--- src/rtl/acq_pkg.sv ---
// Shared types of the packet acquisition sequencer.
// Assumes: task codes are fixed by the modem's task register.
package acq_pkg;

    typedef enum logic [1:0] {
        TASK_NULL   = 2'd0,
        TASK_SEARCH = 2'd1,
        TASK_READ   = 2'd2,
        TASK_RESET  = 2'd3
    } task_e;

    typedef enum logic [2:0] {
        ST_REARM,
        ST_ARMED,
        ST_SETTLE,
        ST_SYNC,
        ST_READ,
        ST_FADE,
        ST_CONCAT
    } state_e;

endpackage

--- src/rtl/acq_rise_det.sv ---
// Rising-edge detector for the envelope flag.
// Assumes: the flag is already synchronous to clk.
module acq_rise_det (
    input  logic clk,
    input  logic rst_n,
    input  logic sig,
    output logic rise
);
    logic sig_q;

    // Remember the previous sample of the flag.
    always_ff @(posedge clk) begin
        if (!rst_n) sig_q <= 1'b0;
        else        sig_q <= sig;
    end

    assign rise = sig & ~sig_q;
endmodule

--- src/rtl/acq_tick_timer.sv ---
// Saturating bit-time counter. Cleared by clr, advanced by tick,
// reports done once LIMIT ticks have been counted since the clear.
// Assumes: clr has priority over tick in the same cycle.
module acq_tick_timer #(
    parameter int LIMIT = 11
) (
    input  logic clk,
    input  logic rst_n,
    input  logic clr,
    input  logic tick,
    output logic done
);
    localparam int W = $clog2(LIMIT + 1);
    localparam logic [W-1:0] LIM = W'(LIMIT);

    logic [W-1:0] cnt;

    // Count ticks up to the limit and hold there.
    always_ff @(posedge clk) begin
        if (!rst_n)                    cnt <= '0;
        else if (clr)                  cnt <= '0;
        else if (tick && cnt != LIM)   cnt <= cnt + 1'b1;
    end

    assign done = (cnt == LIM);
endmodule

--- src/rtl/acq_blk_cnt.sv ---
// Counts read tasks issued in the current packet and flags the last one.
// Assumes: load marks the first read; a target of 0 behaves like 1.
module acq_blk_cnt #(
    parameter int W = 8
) (
    input  logic         clk,
    input  logic         rst_n,
    input  logic         load,
    input  logic         inc,
    input  logic [W-1:0] target,
    output logic         last
);
    logic [W-1:0] cnt;

    // Track the number of reads issued, saturating at the top.
    always_ff @(posedge clk) begin
        if (!rst_n)                 cnt <= '0;
        else if (load)              cnt <= W'(1);
        else if (inc && cnt != '1)  cnt <= cnt + 1'b1;
    end

    assign last = (cnt >= target);
endmodule

--- src/rtl/acq_seq_fsm.sv ---
// Sequencing state machine: chooses the next phase and the task to
// issue. All task outputs are registered, and a strobe lasts one clock.
// Assumes: timers and block counter are cleared via the *_clr/load
// outputs in the same cycle the phase changes.
module acq_seq_fsm
    import acq_pkg::*;
(
    input  logic  clk,
    input  logic  rst_n,
    input  logic  env_det,
    input  logic  eop_det,
    input  logic  env_rise,
    input  logic  irq,
    input  logic  buf_free,
    input  logic  settle_done,
    input  logic  fade_done,
    input  logic  blk_last,
    output logic  settle_clr,
    output logic  fade_clr,
    output logic  blk_load,
    output logic  blk_inc,
    output logic  lvl_avg,
    output logic  task_stb,
    output task_e task_code,
    output logic  aq_lvl,
    output logic  aq_clk
);
    state_e st, st_nx;
    logic   avg_nx;
    logic   iss;
    task_e  iss_code;
    logic   iss_al, iss_ac;
    logic   lost, blk_ev, back;

    assign lost   = eop_det & ~env_det;
    assign back   = ~eop_det & env_det;
    assign blk_ev = irq & buf_free;

    // Next phase and task decision for the current cycle.
    always_comb begin
        st_nx      = st;
        avg_nx     = lvl_avg;
        iss        = 1'b0;
        iss_code   = TASK_NULL;
        iss_al     = 1'b0;
        iss_ac     = 1'b0;
        settle_clr = 1'b0;
        fade_clr   = 1'b0;
        blk_load   = 1'b0;
        blk_inc    = 1'b0;
        case (st)
            ST_REARM: begin
                avg_nx = 1'b0;
                iss    = 1'b1;
                iss_al = 1'b1;
                st_nx  = ST_ARMED;
            end
            ST_ARMED: begin
                if (env_rise) begin
                    avg_nx     = 1'b1;
                    iss        = 1'b1;
                    iss_al     = 1'b1;
                    iss_ac     = 1'b1;
                    settle_clr = 1'b1;
                    st_nx      = ST_SETTLE;
                end
            end
            ST_SETTLE, ST_CONCAT: begin
                if (lost) begin
                    iss      = 1'b1;
                    iss_code = TASK_RESET;
                    st_nx    = ST_REARM;
                end else if (settle_done) begin
                    iss      = 1'b1;
                    iss_code = TASK_SEARCH;
                    st_nx    = ST_SYNC;
                end
            end
            ST_SYNC: begin
                if (lost) begin
                    iss      = 1'b1;
                    iss_code = TASK_RESET;
                    st_nx    = ST_REARM;
                end else if (blk_ev) begin
                    iss      = 1'b1;
                    iss_code = TASK_READ;
                    blk_load = 1'b1;
                    st_nx    = ST_READ;
                end
            end
            ST_READ, ST_FADE: begin
                if (st == ST_FADE && fade_done) begin
                    iss      = 1'b1;
                    iss_code = TASK_RESET;
                    st_nx    = ST_REARM;
                end else if (blk_ev) begin
                    iss = 1'b1;
                    if (blk_last) begin
                        iss_ac     = 1'b1;
                        settle_clr = 1'b1;
                        st_nx      = ST_CONCAT;
                    end else begin
                        iss_code = TASK_READ;
                        blk_inc  = 1'b1;
                    end
                end else if (st == ST_READ && lost) begin
                    fade_clr = 1'b1;
                    st_nx    = ST_FADE;
                end else if (st == ST_FADE && back) begin
                    st_nx = ST_READ;
                end
            end
            default: st_nx = ST_REARM;
        endcase
    end

    // Register the phase, the level mode and the task outputs.
    always_ff @(posedge clk) begin
        if (!rst_n) begin
            st        <= ST_REARM;
            lvl_avg   <= 1'b0;
            task_stb  <= 1'b0;
            task_code <= TASK_NULL;
            aq_lvl    <= 1'b0;
            aq_clk    <= 1'b0;
        end else begin
            st       <= st_nx;
            lvl_avg  <= avg_nx;
            task_stb <= iss;
            if (iss) begin
                task_code <= iss_code;
                aq_lvl    <= iss_al;
                aq_clk    <= iss_ac;
            end
        end
    end
endmodule

--- src/rtl/pkt_acq_seq.sv ---
// Top of the packet acquisition sequencer: wires the envelope edge
// detector, settle and fade timers, block counter and state machine.
// Assumes: all inputs are synchronous to clk; bit_tick is one clock wide.
module pkt_acq_seq #(
    parameter int SETTLE_BITS = 11,
    parameter int FADE_BITS   = 17,
    parameter int BLK_W       = 8
) (
    input  logic             clk,
    input  logic             rst_n,
    input  logic             bit_tick,
    input  logic             env_det,
    input  logic             eop_det,
    input  logic             irq,
    input  logic             buf_free,
    input  logic [BLK_W-1:0] n_blocks,
    output logic             lvl_avg,
    output logic             task_stb,
    output logic [1:0]       task_code,
    output logic             aq_lvl,
    output logic             aq_clk
);
    import acq_pkg::*;

    localparam int FADE_LIMIT = FADE_BITS + 1;

    logic  env_rise;
    logic  settle_clr, settle_done;
    logic  fade_clr, fade_done;
    logic  blk_load, blk_inc, blk_last;
    task_e code_e;

    acq_rise_det u_rise (
        .clk   (clk),
        .rst_n (rst_n),
        .sig   (env_det),
        .rise  (env_rise)
    );

    acq_tick_timer #(.LIMIT(SETTLE_BITS)) u_settle (
        .clk   (clk),
        .rst_n (rst_n),
        .clr   (settle_clr),
        .tick  (bit_tick),
        .done  (settle_done)
    );

    acq_tick_timer #(.LIMIT(FADE_LIMIT)) u_fade (
        .clk   (clk),
        .rst_n (rst_n),
        .clr   (fade_clr),
        .tick  (bit_tick),
        .done  (fade_done)
    );

    acq_blk_cnt #(.W(BLK_W)) u_blk (
        .clk    (clk),
        .rst_n  (rst_n),
        .load   (blk_load),
        .inc    (blk_inc),
        .target (n_blocks),
        .last   (blk_last)
    );

    acq_seq_fsm u_fsm (
        .clk         (clk),
        .rst_n       (rst_n),
        .env_det     (env_det),
        .eop_det     (eop_det),
        .env_rise    (env_rise),
        .irq         (irq),
        .buf_free    (buf_free),
        .settle_done (settle_done),
        .fade_done   (fade_done),
        .blk_last    (blk_last),
        .settle_clr  (settle_clr),
        .fade_clr    (fade_clr),
        .blk_load    (blk_load),
        .blk_inc     (blk_inc),
        .lvl_avg     (lvl_avg),
        .task_stb    (task_stb),
        .task_code   (code_e),
        .aq_lvl      (aq_lvl),
        .aq_clk      (aq_clk)
    );

    assign task_code = code_e;
endmodule

--- config.mk ---
export PLATFORM = sky130hd
export DESIGN_NAME = pkt_acq_seq
export DESIGN_NICKNAME = d
export VERILOG_FILES = /design/src/rtl/acq_pkg.sv /design/src/rtl/acq_rise_det.sv /design/src/rtl/acq_tick_timer.sv /design/src/rtl/acq_blk_cnt.sv /design/src/rtl/acq_seq_fsm.sv /design/src/rtl/pkt_acq_seq.sv
export SDC_FILE = /design/constraint.sdc
export NUM_CORES = 1
export LEC_CHECK = 0
export BUFFER_PORTS_ARGS = -buffer_cell sky130_fd_sc_hd__buf_2
export CORE_UTILIZATION = 51
export CTS_CLUSTER_DIAMETER = 150
export CTS_CLUSTER_SIZE = 20
export DETAILED_ROUTE_END_ITERATION = 7
export GPL_TIMING_DRIVEN = 0
export PLACE_DENSITY = 0.84
export SLEW_MARGIN = 40
export SYNTH_ARGS = -nofsm -noshare
export SYNTH_HDL_FRONTEND = slang
export SYNTH_SLANG_ARGS = --single-unit
--- constraint.sdc ---
create_clock -name clk -period 2 [get_ports clk]
set_input_delay 0 -clock clk [delete_from_list [all_inputs] [get_ports clk]]
set_output_delay 0 -clock clk [all_outputs]
set_load 0.05 [all_outputs]
Yosys cells after proc, flatten, opt, wreduce, memory -nomap -nowiden
Cells that the tools add are included.
- register bits after elaboration: 27
- $add $sub $neg: 3
- $lt $le $gt $ge: 1
- equality and inequality tests: 16
- mux-type cells: 45
- bitwise gates (word level): 8
- reductions and logical operators: 16
- operators with widths (cell ; number):
    2-to-1 mux 3 bit ; 10
    2-to-1 mux 1 bit ; 23
    one-hot mux 3 bit (5 select lines) ; 1
    2-to-1 mux 2 bit ; 6
    OR reduction 2 bit ; 5
    == test 3 bit, second input constant ; 3
    adder 8 x 1 -> 8 bit, second input constant ; 1
    greater-or-equal comparator 8 bit ; 1
    != test 4 bit, second input constant ; 2
    != test 8 bit, second input constant ; 1
    == test 3 x 2 -> 1 bit, second input constant ; 2
    logical AND 1 bit ; 6
    one-hot mux 1 bit (2 select lines) ; 3
    one-hot mux 2 bit (3 select lines) ; 1
    adder 5 x 1 -> 5 bit, second input constant ; 1
    == test 5 bit, second input constant ; 1
    != test 5 x 1 -> 1 bit, second input constant ; 1
    != test 5 bit, second input constant ; 1
    one-hot mux 1 bit (5 select lines) ; 1
    AND reduction 5 bit ; 1
    adder 4 x 1 -> 4 bit, second input constant ; 1
    AND 1 bit ; 4
    == test 4 bit, second input constant ; 1
    inverter 1 bit ; 4
    other kinds (7) ; 8

Longest topological paths before layout
Gate-level depths: netlist of run 1.
- depth in word-level cells: 8
- gate-level depth with buffers: 8
- mapped depth without buffers: 7

Modules after synthesis
From an unflattened synthesis of run 1, not the netlist that was laid out.
- cell total of the unflattened synthesis: 203
- area, all modules: 1714.1 um2
- by module, submodules not included (module ; times used ; cells an instance ; area an instance (um2)):
    acq_seq_fsm ; 1 ; 81 ; 634.4
    acq_blk_cnt ; 1 ; 71 ; 581.8
    acq_tick_timer (u_fade) ; 1 ; 27 ; 269.0
    acq_tick_timer (u_settle) ; 1 ; 21 ; 188.9
    acq_rise_det ; 1 ; 3 ; 40.0

Worst setup path after synthesis of run 1
OpenSTA, ideal clock, no wires.
- path type: flip-flop to flip-flop
- start point: register u_fade.cnt[0]
- end point: register u_blk.cnt[3]
- setup time: 71 ps
- arrival: 2081 ps
- required time: 1929 ps
- path slack: -152 ps
- cell stages (with the launch flop): 8
- buffers on the path: 0
- clock period less this slack: 2152 ps
- path through: dfxtp_1 inv_1 ha_1 and4bb_1 a211o_1 a211o_1 or4_1 a21oi_1
- word-level cells in the longest chain between the ends: 5
- ends and longest elaborated chain (what ; RTL line ; RTL):
    from (decl) ; acq_tick_timer.sv:16 ; logic [W-1:0] cnt;
    from (signal assigned) ; acq_tick_timer.sv:22 ; else if (tick && cnt != LIM) cnt <= cnt + 1'b1;
    == test 5 bit ; acq_tick_timer.sv:25 ; assign done = (cnt == LIM);
    logical AND 1 bit ; acq_seq_fsm.sv:92 ; if (st == ST_FADE && fade_done) begin
    2-to-1 mux 1 bit ; acq_seq_fsm.sv:92 ;
    2-to-1 mux 1 bit ; acq_seq_fsm.sv:51 ; case (st)
    logical AND 1 bit ; acq_blk_cnt.sv:19 ; else if (inc && cnt != '1) cnt <= cnt + 1'b1;
    to (signal assigned) ; acq_blk_cnt.sv:19 ;
    to (decl) ; acq_blk_cnt.sv:13 ; logic [W-1:0] cnt;
No other way between the ends.
A chain may end at the register's enable or synchronous reset.

Final worst setup path of run 1
Ends and elaborated chain as after synthesis.

==> results of run 1 <==
==> worst min-delay path by stage <==
stage                         end  startpoint
2_1_floorplan        u_rise.sig_q     env_det
3_3_place_gp         u_rise.sig_q     env_det
3_5_place_dp         u_rise.sig_q     env_det
4_1_cts        u_fsm.task_code[1]         irq
5_1_grt               u_fsm.st[0]    buf_free
6_report       u_fsm.task_code[1]    buf_free
==> sequential cells by signal, indices dropped and copies added, names as in the netlist, 2 cells and up <==
name / count
u_blk.cnt: 8
u_fsm.task_code: 2
u_fade.cnt: 5
u_settle.cnt: 4
u_fsm.st: 3
==> power by group <==
group	switching (W)	leakage, nW	internal, W
clock network	0.000165	0.0150	0.0000781
registers	0.0000458	0.225	0.000599
logic	0.000384	0.630	0.000215
==> cells in the final DEF (no fill, tap or decap), types with 4 or more instances in the layout <==
master / count
sky130_fd_sc_hd__nand3_1: 10
sky130_fd_sc_hd__nor2b_1: 6
sky130_fd_sc_hd__dfxtp_1: 18
sky130_fd_sc_hd__inv_1: 11
sky130_fd_sc_hd__a21oi_1: 11
sky130_fd_sc_hd__dfxtp_2: 6
sky130_fd_sc_hd__and3_1: 6
sky130_fd_sc_hd__ha_4: 5
sky130_fd_sc_hd__nand2b_1: 6
sky130_fd_sc_hd__nand2_1: 13
sky130_fd_sc_hd__xor2_1: 6
sky130_fd_sc_hd__ha_1: 6
sky130_fd_sc_hd__nor2_1: 14
sky130_fd_sc_hd__o21ai_0: 4
sky130_fd_sc_hd__buf_2: 20
sky130_fd_sc_hd__buf_4: 12
==> routing by layer <==
metal	track usage	vias up	wire, um
met2	0.389	38	1920
met1	0.310	748	1800
met5	0	-	0
met3	0.0418	4	156
li1	-	808	-
met4	0.0442	0	38
==> critical path: cells and delay by family (launching register included) <==
family	cells	cell delay, ps
buffers and inverters	1	40
and+or+nand+nor	2	650
adders and majority gates	1	140
AOI/OAI and AO/OA	3	820
DFF	1	370
==> layout make-up <==
class                           instances  area [um^2]  area share
Tap cell                               44         55.1      0.0256
Sequential cell                        27          559       0.260
Multi-Input combinational cell        151         1200       0.558
Inverter                               12         45.0      0.0210
Clock buffer                            4         26.3      0.0122
Buffer                                  5         32.5      0.0152
Timing Repair Buffer                   36          231       0.108
==> timing repair <==
action / 4_1_cts / 5_1_grt
hold buffers: 3 / 0
resized for setup: 17 / 27
gates cloned: 1 / 0
setup endpoints to repair: 14 / 17
buffers inserted: 7 / 5
pin swaps: 8 / 5
endpoints found under the hold margin: 3 / 0
==> per-stage QoR <==
stage / setup TNS, ps / area (um^2)
after floorplan: -39.9 / 1670
after CTS: -339 / 2010
after global routing: -768 / 2150
after global placement: -1340 / 1820
final: -207 / 2150
after detailed placement: -1510 / 1820
==> kinds of logic (layout without fill, tap and decap cells) <==
| kind of cell | after synthesis | count (layout) | synth area share |
|---|---|---|---|
| AND/OR/NAND/NOR | 76 | 76 | 0.252 |
| AO/OA/AOI/OAI | 54 | 54 | 0.232 |
| flip-flops | 27 | 27 | 0.332 |
| buffers and inverters | 18 | 57 | 0.0415 |
| adder cells (fa/ha/maj) | 12 | 12 | 0.0922 |
| XOR/XNOR | 7 | 7 | 0.0377 |
| multiplexers | 2 | 2 | 0.0123 |
==> impl.org, run 1 <==
** Status
- The run finished, with violations left.
- The checks that failed: negative setup slack.

** CTS
- Clock net sink count :: 27
- Maximum clock path buffer count :: 2
- Clk root buf :: sky130_fd_sc_hd__clkbuf_4
- Clock-pin slew reported for the worst setup and hold paths after clock tree synthesis :: ~150 ps
- TritonCTS Buffers :: 3
- TritonCTS clock tree :: yes
- Maximum level of the CTS H-tree :: 1
- The later pin in the worst-skew pair is clocked with a latency of between 300 and 400 ps.

** Synth
- The synthesized netlist contains 47 unique library cells.
- After technology mapping, the gate count stands at between 150 and 200.
- Library cell with the highest instance count after synthesis :: sky130_fd_sc_hd__dfxtp_1
- Yosys printed 0 warnings.
- Biggest area consumer among synthesized cells :: sky130_fd_sc_hd__dfxtp_1
- Post-synthesis average cell area :: between 8 and 9 um^2
- Top post-synthesis cells by area :: sky130_fd_sc_hd__dfxtp_1 33%, sky130_fd_sc_hd__ha_1 9.2%, sky130_fd_sc_hd__a21oi_1 4.0%
- The synthesized design contains 0 enable-type register cells.
- Area of the mapped netlist :: approximately 1600 um^2
- For this run, the register share of the synthesized area comes to 0.332.
- Among all flip-flop cells after synthesis, the most frequent one is sky130_fd_sc_hd__dfxtp_1.
- Leading cell types by count after synthesis :: 27 x sky130_fd_sc_hd__dfxtp_1, 14 x sky130_fd_sc_hd__nor2_1, 13 x sky130_fd_sc_hd__a21oi_1, 13 x sky130_fd_sc_hd__nand2_1
- Syn Nets :: approximately 220
- In the synthesized netlist the async set-or-reset flop fraction comes to 0.
- The share of synthesized area in the top cell type comes to 0.332.
- The synthesized design contains 27 register bits.

** Critical path
- Critical path destination :: u_blk.cnt[3]
- The worst setup path is launched from a flip-flop.
- CP cell instances :: inv_2 > ha_4 > and4bb_1 > a211o_1 > a211o_4 > or4_4 > a21oi_2
- Type of the worst setup path :: flip-flop to flip-flop
- Counting cells, the worst reg-to-reg path comes to 7.
- Reg2Reg Capture Point :: u_blk.cnt[3]
- For this run, the slowest stage of the critical path takes ~430 ps.
- The worst setup path is captured at a flip-flop.
- In this run the worst setup path begins at u_fade.cnt[0].
- Among all stages on the critical path, the largest delay is contributed by sky130_fd_sc_hd__or4_4.
- Worst reg2reg setup slack :: -70 ps
- Worst-path maximum fanout :: 7
- STA puts the critical path data required time at approximately 2300 ps.
- The worst register-to-register path begins at u_fade.cnt[0].
- Arrival time reported for the critical path endpoint :: approximately 2300 ps

** Detailed routing
- Total via count in the routed design :: 1598
- DRC violation total after the first TritonRoute iteration :: 75
- Summed over all layers, the routed wires come to approximately 4 mm.
- Number of detailed-routing iterations run before antenna repair :: 4
- Average detailed-routed wire length per instance :: around 14 um
- DRT antenna net count :: 0
- In the routed design, unresolved DRC markers number 0.
- Dividing the detail-routed via count by the number of cells gives 5.73.

** Timing
- Relative max-transition margin :: 0.596
- Minimum period implied by the final worst setup slack :: about 2100 ps
- Setup WS post-layout :: -71.1 ps
- Across the routed clock network, the largest skew measured is 9.71 ps.
- Setup violation total in the final timing report :: 6
- The final-report max-slew violation count is 0.
- Hold violation total from the final report :: 0
- Period utilisation layout :: 1.04
- Fmax :: 483 MHz
- Setup repair after global routing could not meet its margin everywhere.
- Tightest hold margin :: ~280 ps
- Worst-Margin Slew :: roughly 600 ps

** Die
- For this configuration, the core starts out at a cell density of 0.538.
- The die covers 3420 um^2.
- Vert. Die Dim :: between 50 and 60 um
- 21 I/O pins were placed.
- Measured along the x axis, the die boundary spans 58.5 um.
- Standard-cell row count :: 20
- Placeable core region :: about 3000 um^2

** Cells and area
- For this run, the share of the core covered by cells in the final layout is 0.709.
- Final Non-Filler Cells :: 279
- In the final layout, the share of cells above drive strength 1 is 0.306.
- Count of inserted antenna diode cells :: 0
- Final-layout fill cell count :: around 230
- Area growth from synthesis to layout :: 31.9%
- Layout Nets :: between 200 and 300

** Global route
- The number of global-route vias before repair came to 1396.
- In the global route stage, overall resource usage came out at 0.231.
- The initial antenna violation count was 0.
- Total congestion overflow after global routing :: 0
- Pin count of the biggest net entering global routing :: 15
- The first global-routing pass estimated about 6 mm of wire.

** Hold path
- Type of the worst min-delay path :: input pin to flip-flop
- Instance count along the most critical hold path :: 5

** Job
- Across the run, the number of max-cap violations was 0.

** Place
- Sum of net half-perimeters after detailed placement :: between 2 and 3 mm
- Instance count after placement with tap cells included :: 260
- At the end of routability-driven placement, the weighted congestion stood at roughly 0.95.
- During placement, the flow inserted port buffers numbering 20.
- Worst Setup Slack post-DPL :: -218 ps

** Power and ir drop
- Final total power :: ~0.0015 W
- In this run the static leakage power is just under 0.9 nW.
- Dividing total power by cell area gives a power density of roughly 700 nW/um^2.
- VDD sags by at most around 0.00047 V.
(Power assumes the default switching activity.)
==> run 2, diff against run 1 <==
PLACE_DENSITY = default   (was 0.84)
PLACE_DENSITY_LB_ADDON = 0.2   (was default)
==> run 2 against run 1 <==
  * The flow still finishes with violations (negative setup slack)
  * Clock-buffer cell count fell by 1
  * Critical path depth unchanged
  * Hold slack lost 4.1 ps
  * Via count rose by 0.31%
  * First-iteration DRC count fell by 4.0%
  * Sequential cell count stayed put
  * Clock skew grew 2.6 ps
  * Register-to-register slack worse by 70 ps
  * Combinational power shrank 2%
  * Routed wire length grew 0.71%
==> impl.org, run 2 (synthesis gave the netlist of run 1 again) <==
** Status
- Run status :: complete, but fails checks
- Violations in the final reports :: negative setup slack

** Critical path
- The startpoint identified for the worst register-to-register timing path is u_blk.cnt[7].
- Type of element launching the critical path :: flip-flop
- Arrival time reported for the critical path endpoint :: ~2400 ps
- Required arrival time at the worst endpoint :: 2220 ps
- Gate family responsible for the most delay along the worst path :: compound AO/OA/AOI/OAI gates
- Crit-path max cell delay :: between 300 and 400 ps
- Along the worst path, the maximum fanout reaches 7.
- Tracing the worst setup path back leads to its startpoint at u_blk.cnt[7].
- The slowest stage of the critical path is the sky130_fd_sc_hd__dfxtp_4 cell.
- Kind of end point of the critical path :: flip-flop
- Type of the worst setup path :: flip-flop to flip-flop
- Sum of buffers and inverters on the critical path :: 1
- CP cell instances :: ha_4 > and3_4 > a221o_1 > a211o_4 > buf_8 > o31ai_1 > a21oi_2

** Global route
- In the global route stage, overall resource usage came out at 0.251.
- First-pass GRT wire length :: 6.60 mm
- Pin count of the biggest net entering global routing :: 17
- Total congestion overflow after global routing :: 0
- The initial antenna violation count came to 0.
- The number of global-route vias before repair is 1524.

** Detailed routing
- For this run, the detailed router's first-pass iteration total came to 4.
- Total routed wirelength :: approximately 3.9 mm
- In this run the remaining antenna-violating nets after routing total 0.
- The routed layout has about 1600 vias.
- In the routed design, unresolved DRC markers number 0.
- In the final routed layout, each cell accounts on average for between 10 and 15 um.
- The detailed router finished its first iteration with slightly above 70 violations.
- After detailed routing, the number of vias per cell comes to 5.87.

** CTS
- Clock-pin slew reported for the worst setup and hold paths after clock tree synthesis :: between 100 and 150 ps
- For the worst-skew pair, the clock arrives at the later sink with an insertion delay of between 300 and 400 ps.
- TritonCTS built the clock tree.
- CTS built an H-tree with a depth of 1.
- Maximum clock path buffer count :: 2
- For this design, the sink count on the clock tree is 27.
- The number of clock buffers added by TritonCTS is 3.
- The tree is rooted in a sky130_fd_sc_hd__clkbuf_4.

** Timing
- Worst-Margin Slew :: ~570 ps
- RSZ-0062 raised after global routing :: yes
- Clock skew on the completed layout was measured at 12.3 ps.
- Setup violation total in the final timing report :: 10
- The hold violation total from the final report came to 0.
- Pins over their slew limit :: 0
- For this run, the top clock speed supported by timing is ~470 MHz.
- Once routing completed, OpenROAD measured the worst setup slack at -146 ps.
- Minimum period implied by the final worst setup slack :: 2150 ps
- Relative max-transition margin :: 0.617
- In the finished design, the share of the clock period the worst path needs comes to 1.07.

** Power and ir drop
- Of the total power, combinational logic draws 0.398.
- Switching part of the total power :: 0.403
- P_sw :: around 0.0006 W
- Clock share of power :: 0.168
- The analysis attributes to cell leakage a power of approximately 0.84 nW.
- Seq pwr share :: 0.435
- Power per Cell Area :: ~710 nW/um^2
- Internal power comes to 0.000883 W.
- Max rail drop VDD :: approximately 0.0004 V

** Cells and area
- FF/Latch Area :: 559 um^2
- Area growth from synthesis to layout :: 27.4%
- The largest registers in the layout are u_blk.cnt x8, u_fade.cnt x5, u_settle.cnt x4.
- In the layout the commonest cells are 20 x sky130_fd_sc_hd__buf_2, 18 x sky130_fd_sc_hd__dfxtp_1, 14 x sky130_fd_sc_hd__nor2_1.
- The register with the most flip-flops in the final layout is u_blk.cnt.
- Layout Nets :: ~260
- Flip-flop count of the largest register after layout :: 8
- Post-route cell area :: 2070 um^2
- 0 antenna diodes ended up in the layout.
- Share of cells above drive strength 1 :: 0.271
- Summing all multi-input logic gate instances after layout gives ~1200 um^2.
- Commonest non-fill, non-tap cell in the layout :: sky130_fd_sc_hd__buf_2
- The filler cells instantiated in the layout total between 200 and 250.
- Final Non-Filler Cells :: 273

** Die
- In this run the count of I/O pins placed on the die edge is 21.
- Standard-cell row count :: 20
- The region available for standard cell placement spans about 3000 um^2.
- From left edge to right edge, the die measures about 60 um.
- Vert. Die Dim :: between 50 and 60 um
- Initial standard-cell utilization of the core :: 0.538
- Total die area :: roughly 3400 um^2

** Place
- Instance count after placement with tap cells included :: between 200 and 300
- Total cell area at the placement stage :: 1820 um^2
- Routability Congestion :: ~0.9
- The count of buffers added on input and output ports is 20.
- Sum of net half-perimeters after detailed placement :: ~2.9 mm

** Hold path
- Type of the worst min-delay path :: input pin to flip-flop
- Worst min-delay path startpoint :: irq

** Job
- MaxCap Viol Count :: 0
[run 2: changes by cell type in the layout (fill, tap and decap cells not counted), sizes merged]
cell / delta
buf: -7
clkinvlp: +1
[run 2: power by group through the flow]
| stage | clock (W) | sequential [W] | combinational (W) |
|---|---|---|---|
| after floorplan | 0 | 0.000764 | 0.000309 |
| after global routing | 0.000283 | 0.000650 | 0.000646 |
| final | 0.000248 | 0.000642 | 0.000588 |
| after detailed placement | 0 | 0.000655 | 0.000545 |
| after global placement | 0 | 0.000653 | 0.000532 |
| after CTS | 0.000257 | 0.000642 | 0.000573 |
[run 2: stage by stage]
stage / power [W] / worst slack [ps] / TNS (ps) / utilization / hold slack, ps
after floorplan: 0.00107 / -39.9 / -39.9 / - / 122
after global placement: 0.00118 / -194 / -1040 / 0.602 / 258
after detailed placement: 0.00120 / -229 / -1610 / 0.602 / 265
after CTS: 0.00147 / -105 / -566 / 0.660 / 260
after global routing: 0.00158 / -196 / -1460 / 0.685 / 294
final: 0.00148 / -146 / -791 / 0.685 / 274
[run 2: worst register-to-register path, stage by stage (launching register included)]
cell                      delay [ps]
sky130_fd_sc_hd__dfxtp_4         380
sky130_fd_sc_hd__ha_4            210
sky130_fd_sc_hd__and3_4          170
sky130_fd_sc_hd__a221o_1         370
sky130_fd_sc_hd__a211o_4         370
sky130_fd_sc_hd__buf_8           150
sky130_fd_sc_hd__o31ai_1         300
sky130_fd_sc_hd__a21oi_2          90
[run 2: path summary, 6_finish.rpt]
| check | to | slack [ps] | cells after the start |
|---|---|---|---|
| worst max register to register | u_blk.cnt[4] | -150 | 7 |
| worst min register to register | u_fsm.task_code[1] | 460 | 2 |
| worst max-delay path | u_blk.cnt[4] | -150 | 7 |
| worst min-delay path | u_fsm.task_code[1] | 270 | 5 |
[run 2: repair_timing]
item / in CTS / in global routing
hold endpoints to repair: 3 / 0
setup buffers: 4 / 2
gates resized for setup: 20 / 13
setup endpoints to repair: 15 / 17
cloned: 1 / 0
hold buffers: 3 / 0
pin swaps: 7 / 5
[run 2: per-layer routing]
layer | part of all wire | vias up | global-route usage
met3 | 0.055 | 8 | 0.0352
met2 | 0.47 | 50 | 0.417
li1 | - | 790 | -
met5 | 0 | - | 0
met4 | 0.014 | 0 | 0.105
met1 | 0.46 | 755 | 0.327
[run 2: final cells by class]
type	count	area share
clock inverter	1	0.00362
sequential	27	0.270
inverter	12	0.0217
timing repair buffer	30	0.0881
multi-input combinational	151	0.565
clock buffer	3	0.0109
buffer	5	0.0145
tap	44	0.0266
